`config.mk`:
```
export PLATFORM = sky130hd
export DESIGN_NAME = pa_prod_acc
export DESIGN_NICKNAME = d
export VERILOG_FILES = /design/src/rtl/pa_pkg.sv /design/src/rtl/pa_pprod.sv /design/src/rtl/pa_bank.sv /design/src/rtl/pa_prod_acc.sv
export SDC_FILE = /design/constraint.sdc
export NUM_CORES = 1
export LEC_CHECK = 0
export ABC_AREA = 0
export CAP_MARGIN = 15
export CORE_AREA = 2 2 222 224
export CTS_CLUSTER_SIZE = 14
export DETAILED_ROUTE_END_ITERATION = 8
export DIE_AREA = 0 0 224 226
export PLACE_DENSITY = 0.51
export RECOVER_POWER = 100
export SKIP_LAST_GASP = 1
export SYNTH_ARGS = -nofsm -noshare
export SYNTH_HDL_FRONTEND = slang
export SYNTH_HIERARCHICAL = 1
export SYNTH_SLANG_ARGS = --single-unit
```
`constraint.sdc`:
```
create_clock -name clk -period 16.7 [get_ports clk]
set_input_delay 5.01 -clock clk [delete_from_list [all_inputs] [get_ports clk]]
set_output_delay 5.01 -clock clk [all_outputs]
set_load 0.1 [all_outputs]
```
`src/rtl/pa_pkg.sv`:
```
package pa_pkg;
    localparam int A_W      = 8;
    localparam int B_W      = 16;
    localparam int ACC_W    = A_W + B_W;
    localparam int N_BANK   = 2;
    localparam int CNT_W    = $clog2(ACC_W);

    typedef logic [ACC_W-1:0] word_t;
    typedef logic [A_W-1:0][ACC_W-1:0] row_arr_t;

    typedef struct packed {
        word_t s;
        word_t c;
    } cs_t;

    typedef enum logic {BK_OPEN, BK_DRAIN} bank_st_e;

    // one 3:2 compression level; carries move up one position
    function automatic cs_t csa3(word_t x, word_t y, word_t z);
        cs_t r;
        r.s = x ^ y ^ z;
        r.c = ((x & y) | (x & z) | (y & z)) << 1;
        return r;
    endfunction
endpackage

```
`src/rtl/pa_pprod.sv`:
```
module pa_pprod
    import pa_pkg::*;
(
    input  logic [A_W-1:0] a_i,
    input  logic [B_W-1:0] b_i,
    output row_arr_t       rows_o,
    output logic           inject_o
);
    word_t b_ext;
    assign b_ext = {{(ACC_W-B_W){b_i[B_W-1]}}, b_i};

    generate
        for (genvar i = 0; i < A_W; i++) begin : g_row
            if (i == A_W-1) begin : g_neg
                // top bit carries negative weight: invert now, +1 injected later
                assign rows_o[i] = a_i[i] ? ~(b_ext << i) : '0;
            end else begin : g_pos
                assign rows_o[i] = a_i[i] ? (b_ext << i) : '0;
            end
        end
    endgenerate

    assign inject_o = a_i[A_W-1];
endmodule

```
`src/rtl/pa_bank.sv`:
```
module pa_bank
    import pa_pkg::*;
(
    input  logic     clk,
    input  logic     rst,
    input  logic     add_en_i,
    input  logic     last_i,
    input  row_arr_t rows_i,
    input  logic     inject_i,
    output logic     busy_o,
    output logic     done_o,
    output word_t    result_o
);
    localparam logic [CNT_W-1:0] LAST_CNT = CNT_W'(ACC_W-1);

    bank_st_e            st_q;
    cs_t                 acc_q;
    logic [ACC_W-2:0]    res_sh_q;
    logic                cy_q;
    logic [CNT_W-1:0]    cnt_q;

    cs_t fold [A_W+1];
    assign fold[0] = '{s: acc_q.s, c: acc_q.c | word_t'(inject_i)};

    generate
        for (genvar i = 0; i < A_W; i++) begin : g_fold
            assign fold[i+1] = csa3(fold[i].s, fold[i].c, rows_i[i]);
        end
    endgenerate

    logic bit_d, cy_d;
    assign bit_d = acc_q.s[0] ^ acc_q.c[0] ^ cy_q;
    assign cy_d  = (acc_q.s[0] & acc_q.c[0]) | (acc_q.s[0] & cy_q) | (acc_q.c[0] & cy_q);

    always_ff @(posedge clk) begin
        if (rst) begin
            st_q     <= BK_OPEN;
            acc_q    <= '0;
            res_sh_q <= '0;
            cy_q     <= 1'b0;
            cnt_q    <= '0;
        end else begin
            case (st_q)
                BK_OPEN: begin
                    if (add_en_i) begin
                        acc_q <= fold[A_W];
                        if (last_i) begin
                            st_q  <= BK_DRAIN;
                            cnt_q <= '0;
                            cy_q  <= 1'b0;
                        end
                    end
                end
                default: begin
                    acc_q.s  <= acc_q.s >> 1;
                    acc_q.c  <= acc_q.c >> 1;
                    cy_q     <= cy_d;
                    res_sh_q <= {bit_d, res_sh_q[ACC_W-2:1]};
                    cnt_q    <= cnt_q + 1'b1;
                    if (cnt_q == LAST_CNT) st_q <= BK_OPEN;
                end
            endcase
        end
    end

    assign busy_o   = (st_q == BK_DRAIN);
    assign done_o   = busy_o && (cnt_q == LAST_CNT);
    assign result_o = {bit_d, res_sh_q};

    // a resolving bank is never written by the input steering
    p_no_add_drain_r6: assert property (@(posedge clk) disable iff (rst)
        add_en_i |-> (st_q == BK_OPEN));
    // the correction one relies on a free carry LSB while accumulating
    p_carry_lsb_r2: assert property (@(posedge clk) disable iff (rst)
        (st_q == BK_OPEN) |-> (acc_q.c[0] == 1'b0));
    // after the last resolved bit both vectors have shifted out to zero
    p_clear_r2: assert property (@(posedge clk) disable iff (rst)
        done_o |=> (acc_q.s == '0 && acc_q.c == '0 && !busy_o));
endmodule

```
`src/rtl/pa_prod_acc.sv`:
```
module pa_prod_acc
    import pa_pkg::*;
(
    input  logic             clk,
    input  logic             rst,
    input  logic             in_valid,
    input  logic             in_last,
    input  logic [A_W-1:0]   in_a,
    input  logic [B_W-1:0]   in_b,
    output logic             in_ready,
    output logic             res_valid,
    output logic [ACC_W-1:0] res_data,
    output logic             res_bank
);
    logic                sel_q;
    logic [N_BANK-1:0]   busy, done;
    word_t               res_w [N_BANK];
    row_arr_t            rows;
    logic                inject;
    logic                accept;

    pa_pprod u_pprod (
        .a_i      (in_a),
        .b_i      (in_b),
        .rows_o   (rows),
        .inject_o (inject)
    );

    assign in_ready = !busy[sel_q];
    assign accept   = in_valid && in_ready;

    generate
        for (genvar g = 0; g < N_BANK; g++) begin : g_bank
            pa_bank u_bank (
                .clk      (clk),
                .rst      (rst),
                .add_en_i (accept && (sel_q == 1'(g))),
                .last_i   (in_last),
                .rows_i   (rows),
                .inject_i (inject),
                .busy_o   (busy[g]),
                .done_o   (done[g]),
                .result_o (res_w[g])
            );
        end
    endgenerate

    always_ff @(posedge clk) begin
        if (rst) begin
            sel_q     <= 1'b0;
            res_valid <= 1'b0;
            res_data  <= '0;
            res_bank  <= 1'b0;
        end else begin
            if (accept && in_last) sel_q <= ~sel_q;
            res_valid <= |done;
            res_data  <= done[1] ? res_w[1] : res_w[0];
            res_bank  <= done[1];
        end
    end

    logic seen_q, prev_bank_q;
    always_ff @(posedge clk) begin
        if (rst) begin
            seen_q      <= 1'b0;
            prev_bank_q <= 1'b0;
        end else if (res_valid) begin
            seen_q      <= 1'b1;
            prev_bank_q <= res_bank;
        end
    end

    // the two banks never finish on the same edge
    p_one_done_r4: assert property (@(posedge clk) disable iff (rst)
        !(done[0] && done[1]));
    // consecutive results come from alternating banks
    p_alt_bank_r5: assert property (@(posedge clk) disable iff (rst)
        (res_valid && seen_q) |-> (res_bank != prev_bank_q));
    // the first result after reset comes from bank 0
    p_first_bank_r5: assert property (@(posedge clk) disable iff (rst)
        (res_valid && !seen_q) |-> (res_bank == 1'b0));
    // a refused last flag does not move the steering
    p_hold_r6: assert property (@(posedge clk) disable iff (rst)
        (in_valid && !in_ready && in_last) |=> $stable(sel_q));
endmodule

```
==> reports/metrics.csv <==
metric,value,unit
yosysUniqueCellTypes,32,
core_area,48300,sq um
synth_edf_count,0,
routedWlPerCell,17.0,um
port_buffers,54,
place_congestion,0.785,
drt-total-wl,35.7,mm
design_area,17900,sq um
initial_utilization,0.346,
antenna_left,0,
required,16.88,ns
viasPerCell,4.66,
nNetsFinal,1869,
ctsResizeCount,0,
status,finished with violations,
clk_pin_slew_worst_paths,0.07,ns
clock_latency,0.45,ns
cts_tree,done,
grt_pass1_vias,11000,
drt_iter0_markers,490,
dpl-instance-area,17300,sq um
violations,"max-capacitance violations, max-slew violations",
post-route-period-util,0.658,
syn_to_final_growth,6.79,%
drt-pass1-iter-count,5,
max_slew_margin,-2.54,
cp-start-kind,primary input,
grt_max_degree,122,
min_period,10.99,ns
synth.cell_area,16700,sq um
finalHoldViolCount,0,
die_w,224,um
finalSetupViolations,0,
tightestPinTransition,5.31,ns
tns,0,ns
cp_max_fo,121,
grtUsageTotal,0.154,
end_kind,flip-flop,
cp.arrival,11.17,ns
hold_path.startpoint,g_bank[1].u_bank/res_sh_q[22],
reg2regPathDepth,14,
ys_seq_elements,183,
min_path_cells,2,
root_buffer,clkbuf_16,
final_common_cell,fa_1,
grt-ovfl-total,0,
hold_path_class,reg2reg,
antenna_found_initial,0,
grt_pass1_wl,60.2,mm
synthCells,1507,
r2r-start,g_bank[0].u_bank/acc_q[46],
fillers,4765,
max_freq,91.0,MHz
synth_warnings,6,
seq_area_frac_synth,0.219,
num_antenna_cells,0,
die-area,50600,sq um
vias,9805,
cap_violations,3,
clock_skew,0.0118,ns
io_pins,55,
cts.sinks,183,
cts_hold_buf,0,
async_flop_share,0,
layout-drive-gt1-share,0.0432,
post-cts-setup-buffers,0,
ys.flop_type,dfxtp_1,
cts_buffers,17,
cts_buffer_depth,2,
drv_slew,260,
htreeDepth,4,
critPathLaunch,rst,
hpwl,28.4,mm
drc_errors,0,
worstSetupPathType,in2reg,
die_h,226,um
final_cell_mix,"356 x fa_1, 277 x nor2_1, 182 x dfxtp_1, 155 x mux2i_1, 100 x a21oi_1",
rsz0062_at_grt,no,
avgSynthCellArea,11.1,sq um
num_rows,81,
[worst max-delay path, cell delays in order]
cell	delay [ns]
clkbuf_1	3.65
clkbuf_1	2.21
a2111oi_0	0.22
[cells in the mapped netlist, drive strengths merged, types with 6 or more instances]
cell type	n	share of area
xnor2	30	0.017
nand2	14	0.0031
nor2b	7	0.0026
fa	356	0.43
clkbuf	34	0.0076
and2b	10	0.0045
ha	16	0.012
a21oi	100	0.030
nor3	6	0.0018
a211oi	11	0.0049
buf	107	0.046
and2	112	0.043
mux2i	155	0.093
dfxtp	183	0.22
inv	65	0.015
nor2	278	0.062
[per-layer routing]
| metal | GRT usage | wire length (um) | vias up |
|---|---|---|---|
| met2 | 0.267 | 18300 | 91 |
| met3 | 0.0177 | 605 | 32 |
| met4 | 0.0417 | 557 | 0 |
| met5 | 0 | 0 | - |
| li1 | - | - | 4607 |
| met1 | 0.203 | 16200 | 5075 |
[final timing paths]
| kind | endpoint | slack (ns) |
|---|---|---|
| worst min-delay path | g_bank[1].u_bank/res_sh_q[22] | 0.50 |
| worst min register to register | g_bank[1].u_bank/res_sh_q[22] | 0.50 |
| worst max register to register | g_bank[0].u_bank/acc_q[47] | 11.61 |
| worst max-delay path | g_bank[0].u_bank/acc_q[47] | 5.71 |
[state kept, by name (all words and copies together) (netlist names)]
register	flops
g_bank.u_bank/busy_o	2
res_valid	1
g_bank.u_bank/res_sh_q	46
g_bank.u_bank/cy_q	2
res_data	24
sel_q	1
res_bank	1
g_bank.u_bank/cnt_q	10
g_bank.u_bank/acc_q	96
[cells by family after synthesis]
group	count (synthesis)	share of synthesized area
flip-flops	183	0.219
AO/OA/AOI/OAI	113	0.0366
XOR/XNOR	36	0.0214
other	1	0.000224
AND/OR/NAND/NOR	437	0.121
buffers and inverters	206	0.0685
adder cells (fa/ha/maj)	372	0.438
multiplexers	159	0.0954
[through the flow]
stage / worst slack (ns) / hold WS (ns) / utilization / std cells
5_1_grt: 5.01 / 0.537 / 0.370 / 2103
3_5_place_dp: 5.56 / 0.489 / 0.358 / 2072
2_1_floorplan: 6.64 / 0.460 / - / 1527
3_3_place_gp: 5.65 / 0.475 / 0.358 / 2072
6_report: 5.71 / 0.499 / 0.370 / 2103
4_1_cts: 6.06 / 0.500 / 0.370 / 2103
[area by class of cell]
type | count | area (sq um) | share of cell area
Clock inverter | 11 | 139 | 0.00777
Multi-Input combinational cell | 1138 | 12000 | 0.672
Clock buffer | 20 | 437 | 0.0244
Timing Repair Buffer | 64 | 601 | 0.0336
Sequential cell | 183 | 3670 | 0.205
Tap cell | 622 | 778 | 0.0435
Inverter | 65 | 244 | 0.0136
Power is left out: the tool's default activity adds up to more than one toggle a clock period on the data nets, which glitch-free logic cannot reach.
